===== src/rtl/addr_chain_pkg.sv =====
package addr_chain_pkg;
  localparam int SHORT2_W = 12;
  localparam int SHORT3_W = 15;

  typedef enum logic [1:0] {
    FMT_BOTH  = 2'd0,
    FMT_AONLY = 2'd1,
    FMT_NONE  = 2'd2,
    FMT_NONE2 = 2'd3
  } fmt_e;

  typedef struct packed {
    logic ldAar;
    logic ldBarExpl;
    logic ldBarDup;
    logic ldVar;
    logic walk;
  } ctrl_t;
endpackage


===== src/rtl/addr_chain_ctrl.sv =====
module addr_chain_ctrl
  import addr_chain_pkg::*;
(
  input  logic       extStb,
  input  logic [1:0] fmt,
  input  logic       dupA,
  input  logic       hasVar,
  input  logic       doneStb,
  output ctrl_t      ctrl
);
  fmt_e fmtE;

  always_comb begin
    fmtE = fmt_e'(fmt);
    ctrl = '0;
    if (extStb) begin
      ctrl.ldVar = hasVar;
      unique case (fmtE)
        FMT_BOTH: begin
          ctrl.ldAar     = 1'b1;
          ctrl.ldBarExpl = 1'b1;
        end
        FMT_AONLY: begin
          ctrl.ldAar    = 1'b1;
          ctrl.ldBarDup = dupA;
        end
        default: ;
      endcase
    end else begin
      ctrl.walk = doneStb;
    end
  end
endmodule


===== src/rtl/addr_chain_dp.sv =====
module addr_chain_dp
  import addr_chain_pkg::*;
#(
  parameter int ADDR_W = 18,
  parameter int CHAR_W = 6,
  parameter int LEN_W  = 8
) (
  input  logic              clk,
  input  logic              rst,
  input  ctrl_t             ctrl,
  input  logic [1:0]        addrMode,
  input  logic [ADDR_W-1:0] aAddr,
  input  logic [ADDR_W-1:0] bAddr,
  input  logic [CHAR_W-1:0] varChar,
  input  logic [LEN_W-1:0]  aLen,
  input  logic [LEN_W-1:0]  bLen,
  output logic [ADDR_W-1:0] aarQ,
  output logic [ADDR_W-1:0] barQ,
  output logic [CHAR_W-1:0] varQ
);
  localparam logic [ADDR_W-1:0] MASK2 = ADDR_W'((64'd1 << SHORT2_W) - 64'd1);
  localparam logic [ADDR_W-1:0] MASK3 = ADDR_W'((64'd1 << SHORT3_W) - 64'd1);

  logic [ADDR_W-1:0] loadMask;
  logic [ADDR_W-1:0] aarMerged;
  logic [ADDR_W-1:0] barMerged;

  always_comb begin
    unique case (addrMode)
      2'd0:    loadMask = MASK2;
      2'd1:    loadMask = MASK3;
      default: loadMask = '1;
    endcase
    aarMerged = (aarQ & ~loadMask) | (aAddr & loadMask);
    barMerged = (barQ & ~loadMask) | (bAddr & loadMask);
  end

  always_ff @(posedge clk) begin
    if (rst) begin
      aarQ <= '0;
      barQ <= '0;
      varQ <= '0;
    end else begin
      if (ctrl.ldAar)          aarQ <= aarMerged;
      else if (ctrl.walk)      aarQ <= aarQ - ADDR_W'(aLen);

      if (ctrl.ldBarDup)       barQ <= aarMerged;
      else if (ctrl.ldBarExpl) barQ <= barMerged;
      else if (ctrl.walk)      barQ <= barQ - ADDR_W'(bLen);

      if (ctrl.ldVar)          varQ <= varChar;
    end
  end
endmodule


===== src/rtl/addr_chain_unit.sv =====
module addr_chain_unit
  import addr_chain_pkg::*;
#(
  parameter int ADDR_W = 18,
  parameter int CHAR_W = 6,
  parameter int LEN_W  = 8
) (
  input  logic              clk,
  input  logic              rst,
  input  logic              extStb,
  input  logic [1:0]        fmt,
  input  logic              dupA,
  input  logic              hasVar,
  input  logic [1:0]        addrMode,
  input  logic [ADDR_W-1:0] aAddr,
  input  logic [ADDR_W-1:0] bAddr,
  input  logic [CHAR_W-1:0] varChar,
  input  logic              doneStb,
  input  logic [LEN_W-1:0]  aLen,
  input  logic [LEN_W-1:0]  bLen,
  output logic [ADDR_W-1:0] aarOut,
  output logic [ADDR_W-1:0] barOut,
  output logic [CHAR_W-1:0] varOut
);
  ctrl_t ctrl;

  addr_chain_ctrl uCtrl (
    .extStb(extStb), .fmt(fmt), .dupA(dupA), .hasVar(hasVar),
    .doneStb(doneStb), .ctrl(ctrl)
  );

  addr_chain_dp #(.ADDR_W(ADDR_W), .CHAR_W(CHAR_W), .LEN_W(LEN_W)) uDp (
    .clk(clk), .rst(rst), .ctrl(ctrl), .addrMode(addrMode),
    .aAddr(aAddr), .bAddr(bAddr), .varChar(varChar),
    .aLen(aLen), .bLen(bLen),
    .aarQ(aarOut), .barQ(barOut), .varQ(varOut)
  );
endmodule


===== config.mk =====
export PLATFORM = sky130hd
export DESIGN_NAME = addr_chain_unit
export DESIGN_NICKNAME = d
export VERILOG_FILES = /design/src/rtl/addr_chain_pkg.sv /design/src/rtl/addr_chain_ctrl.sv /design/src/rtl/addr_chain_dp.sv /design/src/rtl/addr_chain_unit.sv
export SDC_FILE = /design/constraint.sdc
export NUM_CORES = 1
export LEC_CHECK = 0
export BUFFER_PORTS_ARGS = -buffer_cell sky130_fd_sc_hd__buf_2
export CORE_ASPECT_RATIO = 1.4
export CORE_MARGIN = 2
export CORE_UTILIZATION = 51
export CTS_BUF_LIST = sky130_fd_sc_hd__clkbuf_16
export DETAILED_ROUTE_END_ITERATION = 8
export PLACE_DENSITY = 0.87
export SYNTH_ARGS = -nofsm -noshare
export SYNTH_HDL_FRONTEND = slang
export SYNTH_SLANG_ARGS = --single-unit

===== constraint.sdc =====
create_clock -name clk -period 3.15 [get_ports clk]
set_input_delay 0.4725 -clock clk [delete_from_list [all_inputs] [get_ports clk]]
set_output_delay 0.4725 -clock clk [all_outputs]
set_load 0.02 [all_outputs]

Word-level counts from Yosys, hierarchy flattened

Cells that the tools add are included.

Add/sub/neg operators: 2
Multiply operators: 0
Divide/modulo/power cells: 0
Order comparisons: 0
Eq/ne operators: 2
Shift operators: 0
Mux-type cells: 11
Bitwise logic cells: 7
Reductions and logical operators: 5

Operator list:

| cell                                           | number |
|---|---|
| 2-to-1 mux 18 bit                              | 5 |
| bitwise AND 18 bit                             | 4 |
| bitwise OR 18 bit                              | 2 |
| one-hot mux 18 bit (2 select lines)            | 1 |
| subtractor 18 x 8 -> 18 bit                    | 2 |
| inverter 18 bit                                | 1 |
| == test 2 x 1 -> 1 bit (second input constant) | 2 |
| zero test 2 bit                                | 2 |
| 2-to-1 mux 1 bit                               | 4 |
| 2-to-1 mux 4 bit                               | 1 |
| nonzero test 3 bit                             | 1 |
| nonzero test 2 bit                             | 1 |
| OR reduction 2 bit                             | 1 |

Flip-flop bits (word level): 42
Latch bits: 0
Bits in writable memories: 0
Bits in read-only memories: 0
Bits of input ports: 68
Output and inout bits: 42
Word-level logic and storage cells: 30
Memories: 0

Depth between registers and ports, before layout

Gate-level depths: netlist of run 1.

Depth in word-level cells: 7
Mapped depth: 10
Mapped depth without buffers: 10

Modules after synthesis

From an unflattened synthesis of run 1, not the netlist that was laid out.

Cell total of the unflattened synthesis: 419
Area total of the unflattened synthesis: 3151.8 um^2

Modules (own cells, without submodules):

| module          | instances | cells each | area an instance (um^2) | seq. area each (um^2) |
|---|---|---|---|---|
| addr_chain_dp   | 1         | 414        | 3108.0                  | 840.8 |
| addr_chain_ctrl | 1         | 5          | 43.8                    | 0.0 |

Worst setup path before layout of run 1

No wires, ideal clock.

Kind: input to register
Start: input port bLen[2]
End: register (tool-made name)
Library setup time: 0.135 ns
Arrival time: 2.189 ns
Data required time: 3.015 ns
Setup slack: 0.826 ns
Stages: 8
Path buffers: 0
Path through: inv_1 -> ha_1 -> nor2b_1 -> o31a_1 -> a2111oi_2 -> mux2_2 -> a21oi_1 -> a211oi_2

RTL lines:

| element         | line                  | text |
|---|---|---|
| start, declared | addr_chain_unit.sv:20 | `input logic [LEN_W-1:0] bLen,` |

Worst setup path in the final report of run 1

Start: register uDp.aarQ[0]
End: register uDp.aarQ[14]

Longest elaborated chain between the ends: 3

Ends and longest elaborated chain:

| element                     | line                | text |
|---|---|---|
| start, declared             | addr_chain_dp.sv:17 | `output logic [ADDR_W-1:0] aarQ,` |
| start signal, assigned      | addr_chain_dp.sv:44 | `if (ctrl.ldAar) aarQ <= aarMerged;` |
| start signal, assigned      | addr_chain_dp.sv:45 | `else if (ctrl.walk) aarQ <= aarQ - ADDR_W'(aLen);` |
| subtractor 18 x 8 -> 18 bit | addr_chain_dp.sv:45 |  |
| 2-to-1 mux 18 bit           | addr_chain_dp.sv:45 |  |
| 2-to-1 mux 18 bit           | addr_chain_dp.sv:44 |  |

No other way between the ends. The select of a mux whose other input is x is not followed.
A chain may end at the register's enable or synchronous reset.

==> results of run 1 <==
-- logic make-up (layout without fill, tap and decap cells) --
| group | count (synthesis) | in the layout | synth area share, % |
|---|---|---|---|
| flip-flops | 42 | 42 | 26.3 |
| AND/OR/NAND/NOR | 144 | 144 | 23.0 |
| AO/OA/AOI/OAI | 142 | 142 | 30.3 |
| adder cells (fa/ha/maj) | 18 | 18 | 7.52 |
| XOR/XNOR | 13 | 13 | 3.57 |
| multiplexers | 10 | 10 | 3.29 |
| buffers and inverters | 45 | 145 | 6.00 |
-- per-stage QoR --
step	hold slack [ns]	setup WS (ns)	instances	util, %	total power [uW]
floorplan	0.535	0.826	414	-	1160
global placement	0.441	0.638	578	61.5	1350
detailed placement	0.447	0.538	578	61.5	1370
CTS	0.437	0.715	586	64.2	1960
global route	0.452	0.551	586	64.2	2070
finish	0.438	0.697	586	64.2	1970
-- worst max-delay path: cells and delay by family (launching register included) --
family	cells	cell delay [ns]
AO/OA/AOI/OAI	4	1.08
adder cells (fa/ha/maj)	2	0.58
buffers and inverters	2	0.11
AND/OR/NAND/NOR	2	0.23
flip-flops	1	0.33
-- metal layers --
layer / routed length (microns) / share of wire [%]
met5: 0 / 0
met4: 301 / 3.0
met3: 693 / 6.9
met2: 5150 / 51
met1: 3890 / 39
-- final timing paths --
kind,from,to,cells past startpoint
worst max-delay path,uDp.aarQ[0]$_SDFFE_PP0P_,uDp.aarQ[14]$_SDFFE_PP0P_,10
worst min-delay path,varChar[3],uDp.varQ[3]$_SDFFE_PP0P_,3
worst max register to register,uDp.aarQ[0]$_SDFFE_PP0P_,uDp.aarQ[14]$_SDFFE_PP0P_,10
worst min register to register,uDp.varQ[4]$_SDFFE_PP0P_,uDp.varQ[4]$_SDFFE_PP0P_,2
-- layout by cell type (no fill, tap or decap), drive strengths merged, types with 3 or more instances in the layout --
| master | Yosys | final |
|---|---|---|
| nor4 | 3 | 3 |
| inv | 23 | 24 |
| mux2i | 6 | 6 |
| o21ai | 21 | 21 |
| a21o | 5 | 5 |
| a221oi | 3 | 3 |
| nand4b | 3 | 3 |
| a31oi | 6 | 6 |
| dfxtp | 42 | 42 |
| nand2b | 6 | 6 |
| xnor2 | 11 | 11 |
| a211oi | 10 | 10 |
| nor3 | 12 | 12 |
| a21oi | 40 | 40 |
| o21a | 4 | 4 |
| o221ai | 5 | 5 |
| nor2 | 32 | 32 |
| o211ai | 11 | 11 |
| nand2 | 45 | 45 |
| a22o | 3 | 3 |
| o22ai | 6 | 6 |
| mux2 | 4 | 4 |
| nand4 | 6 | 6 |
| and3 | 3 | 3 |
| nand3 | 16 | 16 |
| clkbuf | 15 | 5 |
| or3 | 3 | 3 |
| buf | 6 | 114 |
| nor2b | 4 | 4 |
| a22oi | 9 | 9 |
| ha | 16 | 16 |
-- power by group --
part           leakage, uW  switching [uW]  internal (uW)
Clock            0.0000812             225            372
Combinational      0.00139             410            304
Sequential        0.000346            73.7            587
Total              0.00182             708           1260
-- final cells by class --
type	count	area, sq um
Fill cell	562	2190
Multi-Input combinational cell	327	2170
Sequential cell	42	841
Timing Repair Buffer	114	583
Clock buffer	5	125
Tap cell	72	90.1
Inverter	23	86.3
Clock inverter	3	41.3
==> out/summary.log, run 1 <==
INFO  drt            first_pass_iters=6
INFO  critical_path  critical_path.slowest_cell=fa_1
INFO  clocking       path_clk_slew=0.06ns
INFO  synthesis      count_of_cell_types_in_the_netlist=71
INFO  floorplan      chipHeight=97.6microns
INFO  synthesis      async_flop_share=0%
INFO  clocking       tritoncts=yes
INFO  sta            final_max_slew_viol_count=0
INFO  critical_path  critical_path_class=register to register
INFO  drt            dr_total_vias=3705
INFO  status         status=complete, no violations
INFO  global_routing globalRoute.busiestLayer=met2
INFO  placement      detailed_place.area=3770squm
INFO  critical_path  cpPeakStageDelay=0.42ns
INFO  hold_path      worstHoldPathType=primary input to register
INFO  placement      placement.io_buffers=109
INFO  sta            timing.max_slew.rel_slack=54.6%
INFO  synthesis      yosysWarnings=0
INFO  floorplan      die_area=6920squm
INFO  drt            ant_nets=0
INFO  clocking       worst_skew_pair.late_latency=0.28ns
INFO  floorplan      start_util=52.1%
INFO  synthesis      synth.most_common_cell=nand2_1
INFO  clocking       htree_depth=2
INFO  synthesis      synth_area_per_cell=7.71squm
INFO  critical_path  timing.critical_path.required=3.31ns
INFO  clocking       ctsRootBufferMaster=clkbuf_16
INFO  clocking       cts_max_path_buffers=2
INFO  sta            timing.setup.tns=0ns
INFO  sta            unrepaired_setup_endpoints_after_global_routing=no
INFO  global_routing grt_start_max_net_pins=42
INFO  synthesis      yosys-top-cells-area=dfxtp_1 (26%), ha_1 (6.3%), a21oi_1 (6.1%)
INFO  floorplan      coreArea=6130squm
INFO  synthesis      synthDominantCellAreaShare=26.3%
INFO  synthesis      postSynth.topFlopCell=dfxtp_1
INFO  power_and_ir_drop vdd_drop_max=0.000399V
INFO  global_routing antenna_found_initial=0
INFO  run            maxCapViolCount=0
INFO  sta            timing_worst_slew_pin_value=0.676ns
INFO  floorplan      fp-row-count=34
INFO  clocking       resize_count_post_cts=0
INFO  power_and_ir_drop powerDensity=501nW/um^2
INFO  floorplan      io_pins=110
INFO  clocking       number_of_buffers_inserted_by_post_cts_setup_repair=0
INFO  drt            wl=10000microns
INFO  global_routing globalRouteOverflowTotal=0
INFO  floorplan      fp.dieW=70.9microns
INFO  sta            clock-skew-final=0.00664ns
INFO  power_and_ir_drop leakage=0.00182uW
INFO  critical_path  cp_max_fo=4
INFO  cells_and_area total_nets_final=599
INFO  cells_and_area area_overhead_of_the_layout_relative_to_synthesis=23.2%
INFO  cells_and_area insertedDiodeCount=0
INFO  global_routing globalRouteMet3Util=3.84%
INFO  sta            finalSetupViolations=0
INFO  clocking       cts-hold-fix-buffers=0
INFO  drt            drcViolationCount=0
INFO  synthesis      post_synth_instance_area=3190squm
INFO  critical_path  element_type_at_the_critical_path_end=register
INFO  drt            vias_per_cell=6.32
INFO  synthesis      synth-edff-count=0
INFO  critical_path  critical_path.most_common_cell=inv_1
INFO  synthesis      mappedNetlistNets=500
INFO  critical_path  regToRegSetupSlack=0.70ns
INFO  synthesis      post-synth-top-area-cell=dfxtp_1
INFO  critical_path  worstPathCellList=inv_1 -> ha_1 -> inv_1 -> fa_1 -> a21o_1 -> a31oi_2 -> o21ai_1 -> o311a_1 -> nor3_1 -> nor2_1
INFO  placement      place_congestion=0.923
INFO  drt            route.detailed.wl_per_inst=17.1microns
INFO  cells_and_area drive_above_1_share=27.4%
INFO  synthesis      synth.yosys.seq_area_share=26.3%
INFO  synthesis      synth.top_cells.by_count=nand2_1 (45), dfxtp_1 (42), a21oi_1 (39)
INFO  global_routing grtUsageTotal=27.8%
INFO  sta            final_hold_viol_count=0
INFO  critical_path  timing.critical_path.arrival=2.61ns
INFO  cells_and_area postLayoutCellArea=3930squm
INFO  synthesis      synth_seq_cells=42
INFO  sta            fmax=408MHz
INFO  sta            final_period_minus_worst_setup_slack=2.45ns
INFO  clocking       tritoncts_num_sinks=42
INFO  clocking       tritoncts.num_buffers=5
INFO  placement      dp.final_hpwl=7470microns
INFO  global_routing grt_pass1_vias=3458
INFO  critical_path  worst_setup_path_start_kind=register
INFO  sta            final_min_period_over_clock_period=77.9%
INFO  global_routing grt_pass1_wl=15800microns
INFO  global_routing met1_usage=32.8%
INFO  drt            drt-initial-drc-count=289
INFO  global_routing global_route.usage.met2=49.1%
INFO  synthesis      syn-instance-count=414
No activity file was read; power rests on OpenSTA's default activity.
==> run 2, diff against run 1 <==
Settings changed: CORE_UTILIZATION 51 to 46, PLACE_DENSITY 0.87 to 0.83.
Clock period 3.15 ns to 2.2 ns, I/O delays scaled along.
==> out/summary.log, run 2 (synthesis results as in run 1) <==
INFO  placement      dp.final_hpwl=7970microns [+6.7%]
INFO  floorplan      die_area=7630squm [+10%]
INFO  cells_and_area area_overhead_of_the_layout_relative_to_synthesis=34.4%
INFO  power_and_ir_drop switching_power=1090uW [+54%]
INFO  drt            route.detailed.wl_per_inst=17.3microns [+0.87%]
INFO  clocking       htree_depth=2 [unchanged]
INFO  placement      placement.io_buffers=109 [unchanged]
INFO  drt            wl=10900microns [+8.3%]
INFO  drt            ant_nets=0 [unchanged]
INFO  sta            final_hold_viol_count=0 [unchanged]
INFO  sta            clock-skew-final=0.00488ns [-0.00175 ns]
INFO  global_routing met1_usage=32.6% [-0.24 points]
INFO  status         status=complete, but fails checks
INFO  power_and_ir_drop seq_power_share=32.7% [-0.8 points]
INFO  placement      place_congestion=0.945 [+2.4%]
INFO  critical_path  element_type_at_the_critical_path_end=register
INFO  sta            final.setup.worst_slack=-0.0872ns [-0.784 ns]
INFO  clocking       tritoncts=yes
INFO  critical_path  timing.critical_path.from=uDp.barQ[0]$_SDFFE_PP0P_
INFO  floorplan      start_util=48.0% [-4.2 points]
INFO  floorplan      chipHeight=103microns [+5.1%]
INFO  critical_path  timing.critical_path.arrival=2.45ns [-0.16 ns]
INFO  placement      detailed_place.area=3950squm [+5.0%]
INFO  power_and_ir_drop clockPowerShare=26.0% [-4.3 points]
INFO  critical_path  cp_max_fo=5 [+1]
INFO  power_and_ir_drop switching_share=37.6% [+1.7 points]
INFO  global_routing grt_start_max_net_pins=32 [-24%]
INFO  floorplan      coreArea=6660squm [+8.7%]
INFO  cells_and_area total_nets_final=622 [+3.8%]
INFO  clocking       ctsRootBufferMaster=clkbuf_16
INFO  global_routing antenna_found_initial=0 [unchanged]
INFO  floorplan      fp-row-count=35 [+2.9%]
INFO  cells_and_area n_fill_cell=587 [+4.4%]
INFO  global_routing grt_pass1_wl=16200microns [+2.2%]
INFO  drt            drt-initial-drc-count=289 [unchanged]
INFO  hold_path      worstHoldPathType=primary input to register
INFO  sta            unrepaired_setup_endpoints_after_global_routing=yes
INFO  drt            drcViolationCount=0 [unchanged]
INFO  power_and_ir_drop leakage=0.00194uW [+7.1%]
INFO  hold_path      min_from=varChar[5]
INFO  drt            dr_total_vias=3849 [+3.9%]
INFO  critical_path  timing.critical_path.required=2.36ns [-0.95 ns]
INFO  cells_and_area ff_latch_area=845squm [+0.45%]
INFO  cells_and_area footprint_of_the_multi_input_gates=2310squm [+6.9%]
INFO  clocking       worst_skew_pair.late_latency=0.29ns [about the same]
INFO  clocking       tritoncts_num_sinks=42 [unchanged]
INFO  global_routing globalRoute.busiestLayer=met2
INFO  floorplan      fp.dieW=74.4microns [+5.0%]
INFO  drt            vias_per_cell=6.12 [-3.2%]
INFO  global_routing global_route.usage.met2=46.8% [-2.3 points]
INFO  critical_path  worst_setup_path_start_kind=register
INFO  sta            fmax=437MHz [+7.2%]
INFO  cells_and_area final_common_cell=buf_2
INFO  cells_and_area drive_above_1_share=35.2% [+7.8 points]
INFO  floorplan      io_pins=110 [unchanged]
INFO  placement      pre_cts_ws=-0.120ns [-0.658 ns]
INFO  global_routing globalRouteOverflowTotal=0 [unchanged]
INFO  run            maxCapViolCount=0 [unchanged]
INFO  global_routing grtUsageTotal=27.1% [-0.74 points]
INFO  cells_and_area final_core_utilization=64.5% [+0.28 points]
INFO  cells_and_area insertedDiodeCount=0 [unchanged]
INFO  global_routing grt_pass1_vias=3517 [+1.7%]
INFO  sta            fin_hold_ws=0.286ns [-0.152 ns]
INFO  power_and_ir_drop total_power=2890uW [+47%]
INFO  critical_path  reg2reg_from=uDp.barQ[0]$_SDFFE_PP0P_
INFO  global_routing globalRouteMet3Util=4.01% [+0.17 points]
INFO  critical_path  critical_path_class=register to register
INFO  sta            final_period_minus_worst_setup_slack=2.29ns [-0.166 ns]
INFO  clocking       path_clk_slew=0.07ns [about the same]
INFO  drt            first_pass_iters=5 [-1]
INFO  clocking       tritoncts.num_buffers=5 [unchanged]
INFO  power_and_ir_drop combinational_group_share_of_total_power=41.3% [+5.1 points]
INFO  status         violations=setup timing
INFO  sta            final_min_period_over_clock_period=104% [+26 points]
INFO  sta            final_max_slew_viol_count=0 [unchanged]
INFO  cells_and_area postLayoutCellArea=4290squm [+9.1%]
INFO  power_and_ir_drop powerDensity=674nW/um^2 [+34%]
INFO  power_and_ir_drop cell_int_power=1800uW [+43%]
INFO  sta            finalSetupViolations=6 [+6]
INFO  clocking       cts_max_path_buffers=2 [unchanged]
INFO  sta            timing.max_slew.rel_slack=58.2% [+3.6 points]
INFO  cells_and_area most-common-layout-cells=buf_2 (109), nand2_1 (45), dfxtp_1 (39), a21oi_1 (37), nor2_1 (31)
INFO  sta            timing_worst_slew_pin_value=0.625ns [-0.0512 ns]
INFO  power_and_ir_drop vdd_drop_max=0.000450V [+13%]
[run 2: through the flow]
step / setup TNS, ns / instances
3_5_place_dp: -0.287 / 616
2_1_floorplan: 0 / 414
3_3_place_gp: -0.0682 / 616
4_1_cts: 0 / 625
6_report: -0.177 / 629
5_1_grt: -0.854 / 629
[run 2: what timing repair did]
item	4_1_cts	5_1_grt
gates resized for setup	0	29
setup buffers	1	5
pin swaps	2	18
endpoints found under the setup margin	3	11
hold buffers	0	0
[run 2: final timing paths]
kind                                    end  slack [ns]  depth (start not counted)
hold reg to reg    uDp.varQ[0]$_SDFFE_PP0P_        0.46                          2
setup reg to reg  uDp.barQ[10]$_SDFFE_PP0P_       -0.09                         10
hold / removal     uDp.varQ[5]$_SDFFE_PP0P_        0.29                          3
setup / recovery  uDp.barQ[10]$_SDFFE_PP0P_       -0.09                         10
[run 2: final cells by class]
cell class / count / area share (%)
well taps: 92 / 2.68
clock buffers: 5 / 2.92
flip-flops and latches: 42 / 19.7
inverters: 23 / 2.01
multi-input cells: 327 / 53.9
clock inverters: 3 / 0.496
repair buffers: 137 / 18.3
[run 2: worst max-delay path, stage by stage, from the launching register on]
cell and delay (ns):
dfxtp_2 0.36, inv_2 0.05, ha_4 0.16, fa_2 0.40, nor2b_2 0.14, o31a_1 0.31
buf_12 0.14, a21oi_4 0.07, mux2_4 0.32, o21ai_2 0.11, a211oi_1 0.09
[run 2: power by group through the flow]
stage	Sequential, uW	Clock, uW	Combinational [uW]
5_1_grt	955	790	1290
3_3_place_gp	951	0	1040
6_report	946	751	1190
2_1_floorplan	1030	0	648
4_1_cts	937	759	1090
3_5_place_dp	954	0	1080
[run 2: routing by layer]
metal	share of wire (%)	wire length (microns)
met2	51	5540
met1	38	4140
met4	3.5	383
met5	0	0
met3	7.3	792
==> run 3, diff against run 2 <==
==> constraint.sdc (replaced) <==
create_clock -name clk -period 2.1 [get_ports clk]
set_input_delay 0.315 -clock clk [delete_from_list [all_inputs] [get_ports clk]]
set_output_delay 0.315 -clock clk [all_outputs]
set_load 0.05 [all_outputs]
==> out/summary.log, run 3 (synthesis results as in run 1) <==
INFO  global_routing grt_start_max_net_pins=42 [+31%]
INFO  cells_and_area drive_above_1_share=37.8% [+2.6 points]
INFO  clocking       path_clk_slew=0.06ns [about the same]
INFO  sta            final_period_minus_worst_setup_slack=2.20ns [-0.0918 ns]
INFO  sta            finalSetupViolations=6 [unchanged]
INFO  critical_path  element_type_at_the_critical_path_end=register
INFO  drt            drt-initial-drc-count=259 [-10%]
INFO  hold_path      worstHoldPathType=primary input to register
INFO  critical_path  critical_path_buf_inv_count=2 [unchanged]
INFO  clocking       tritoncts=yes
INFO  critical_path  worst_setup_path_start_kind=register
INFO  cells_and_area most-common-layout-cells=buf_2 (109), nand2_1 (45), buf_4 (37), a21oi_1 (36), nor2_1 (31)
INFO  floorplan      fp.dieW=74.4microns [unchanged]
INFO  critical_path  critical_path.top_delay_family=compound AO/OA/AOI/OAI gates
INFO  sta            final_max_slew_viol_count=0 [unchanged]
INFO  sta            fin_hold_ws=0.282ns [-0.00322 ns]
INFO  drt            first_pass_iters=4 [-1]
INFO  run            maxCapViolCount=0 [unchanged]
INFO  placement      detailed_place.area=4090squm [+3.4%]
INFO  clocking       cts_max_path_buffers=2 [unchanged]
INFO  drt            vias_per_cell=5.86 [-4.3%]
INFO  global_routing globalRouteOverflowTotal=0 [unchanged]
INFO  clocking       htree_depth=2 [unchanged]
INFO  drt            ant_nets=0 [unchanged]
INFO  sta            final_hold_viol_count=0 [unchanged]
INFO  global_routing grtUsageTotal=27.6% [+0.50 points]
INFO  status         violations=setup timing
INFO  cells_and_area final_common_cell=buf_2
INFO  drt            route.detailed.wl_per_inst=16.8microns [-2.5%]
INFO  placement      dp.final_hpwl=8170microns [+2.5%]
INFO  power_and_ir_drop vdd_drop_max=0.000569V [+26%]
INFO  sta            timing.setup.tns=-0.271ns [-0.0946 ns]
INFO  floorplan      io_pins=110 [unchanged]
INFO  critical_path  worstPathCellList=inv_2 -> ha_4 -> fa_2 -> nor2b_2 -> o31a_1 -> buf_4 -> a21oi_4 -> mux2_4 -> o21ai_2 -> a211oi_1
INFO  global_routing grt_pass1_vias=3488 [-0.82%]
INFO  status         status=complete, but fails checks
INFO  floorplan      start_util=48.0% [unchanged]
INFO  sta            fmax=456MHz [+4.2%]
INFO  sta            final.setup.worst_slack=-0.0953ns [-0.00818 ns]
INFO  drt            dr_total_vias=3743 [-2.8%]
INFO  critical_path  timing.critical_path.required=2.24ns [-0.12 ns]
INFO  sta            final_min_period_over_clock_period=105% [+0.58 points]
INFO  cells_and_area insertedDiodeCount=0 [unchanged]
INFO  sta            clock-skew-final=0.00283ns [-0.00205 ns]
INFO  drt            drcViolationCount=0 [unchanged]
INFO  cells_and_area instances_no_fill=639 [+1.6%]
INFO  critical_path  cpPeakStageDelay=0.36ns [-0.04 ns]
INFO  clocking       worst_skew_pair.late_latency=0.28ns [about the same]
INFO  sta            timing.max_slew.rel_slack=58.0% [-0.23 points]
INFO  cells_and_area total_nets_final=632 [+1.6%]
INFO  placement      pre_cts_ws=-0.147ns [-0.0278 ns]
INFO  clocking       ctsRootBufferMaster=clkbuf_16
INFO  critical_path  critical_path_class=register to register
INFO  cells_and_area area_overhead_of_the_layout_relative_to_synthesis=37.5%
INFO  sta            unrepaired_setup_endpoints_after_global_routing=yes
INFO  global_routing grt_pass1_wl=16600microns [+2.7%]
INFO  critical_path  rr_worst_depth=10 [unchanged]
INFO  hold_path      min_delay_path_depth=3 [unchanged]
INFO  critical_path  critical_path.slowest_cell=dfxtp_4
INFO  clocking       cts-hold-fix-buffers=0 [unchanged]
INFO  placement      placement.io_buffers=109 [unchanged]
INFO  placement      place_congestion=0.910 [-3.8%]
INFO  clocking       tritoncts.num_buffers=5 [unchanged]
INFO  critical_path  cp_max_fo=4 [-1]
INFO  sta            timing_worst_slew_pin_value=0.628ns [+0.00347 ns]
INFO  placement      dp_cells=625 [+1.5%]
INFO  critical_path  timing.critical_path.arrival=2.34ns [-0.11 ns]
INFO  power_and_ir_drop powerDensity=770nW/um^2 [+14%]
INFO  clocking       tritoncts_num_sinks=42 [unchanged]
INFO  drt            wl=10800microns [-0.95%]
INFO  floorplan      fp-row-count=35 [unchanged]
INFO  cells_and_area postLayoutCellArea=4390squm [+2.3%]
INFO  global_routing antenna_found_initial=0 [unchanged]
INFO  floorplan      coreArea=6660squm [unchanged]
INFO  floorplan      die_area=7630squm [unchanged]
INFO  floorplan      chipHeight=103microns [unchanged]
INFO  critical_path  cp.depth=10 [unchanged]
INFO  power_and_ir_drop leakage=0.00201uW [+3.4%]
[run 3: changes by cell type in the layout (fill, tap and decap cells not counted), moves of 2 or more]
cell and delta:
buf_4 +12, dfxtp_1 -11, dfxtp_4 +8, dfxtp_2 +3, buf_12 -2, o31ai_1 +2
o31ai_2 -2
[run 3: worst min-delay path: cells and delay by family]
| family | cells | cell delay, ns |
|---|---|---|
| AND/OR/NAND/NOR | 1 | 0.05 |
| AO/OA/AOI/OAI | 1 | 0.05 |
| buffers and inverters | 1 | 0.10 |
[run 3: path summary, 6_finish.rpt]
| kind | startpoint | to | slack (ns) |
|---|---|---|---|
| setup / recovery | uDp.barQ[0]$_SDFFE_PP0P_ | uDp.barQ[10]$_SDFFE_PP0P_ | -0.1 |
| hold / removal | varChar[4] | uDp.varQ[4]$_SDFFE_PP0P_ | 0.28 |
| setup reg to reg | uDp.barQ[0]$_SDFFE_PP0P_ | uDp.barQ[10]$_SDFFE_PP0P_ | -0.1 |
| hold reg to reg | uDp.varQ[0]$_SDFFE_PP0P_ | uDp.varQ[0]$_SDFFE_PP0P_ | 0.46 |
[run 3: cell type report]
class                      count  area (sq um)
tap                           92           115
clock inverter                 2          33.8
multi-input combinational    327          2290
clock buffer                   6           150
timing repair buffer         147           835
inverter                      23          86.3
fill                         605          2260
sequential                    42           878
[run 3: metrics by stage]
step | total power [uW] | util [%]
floorplan | 1960 | -
global placement | 2330 | 61.4
detailed placement | 2360 | 61.4
CTS | 3350 | 65.5
global route | 3540 | 66.0
finish | 3380 | 66.0
[run 3: layer usage]
layer / wire length (microns) / up-vias / global-route usage (%) / share of wire [%]
li1: - / 1814 / - / -
met1: 4420 / 1782 / 34.8 / 41
met4: 220 / 0 / 11.5 / 2.0
met3: 486 / 15 / 2.44 / 4.5
met5: 0 / - / 0 / 0
met2: 5630 / 132 / 47.7 / 52
[run 3: repair_timing]
| action | 4_1_cts | 5_1_grt |
|---|---|---|
| buffers inserted | 5 | 1 |
| resized for setup | 11 | 7 |
| pin swaps | 9 | 8 |
| endpoints found under the setup margin | 6 | 13 |
[run 3: where the power goes]
| group | switching, uW | leakage [uW] | internal (uW) | total, uW |
|---|---|---|---|---|
| Clock | 323 | 0.0000896 | 630 | 953 |
| Combinational | 874 | 0.00157 | 569 | 1440 |
| Sequential | 103 | 0.000353 | 885 | 988 |
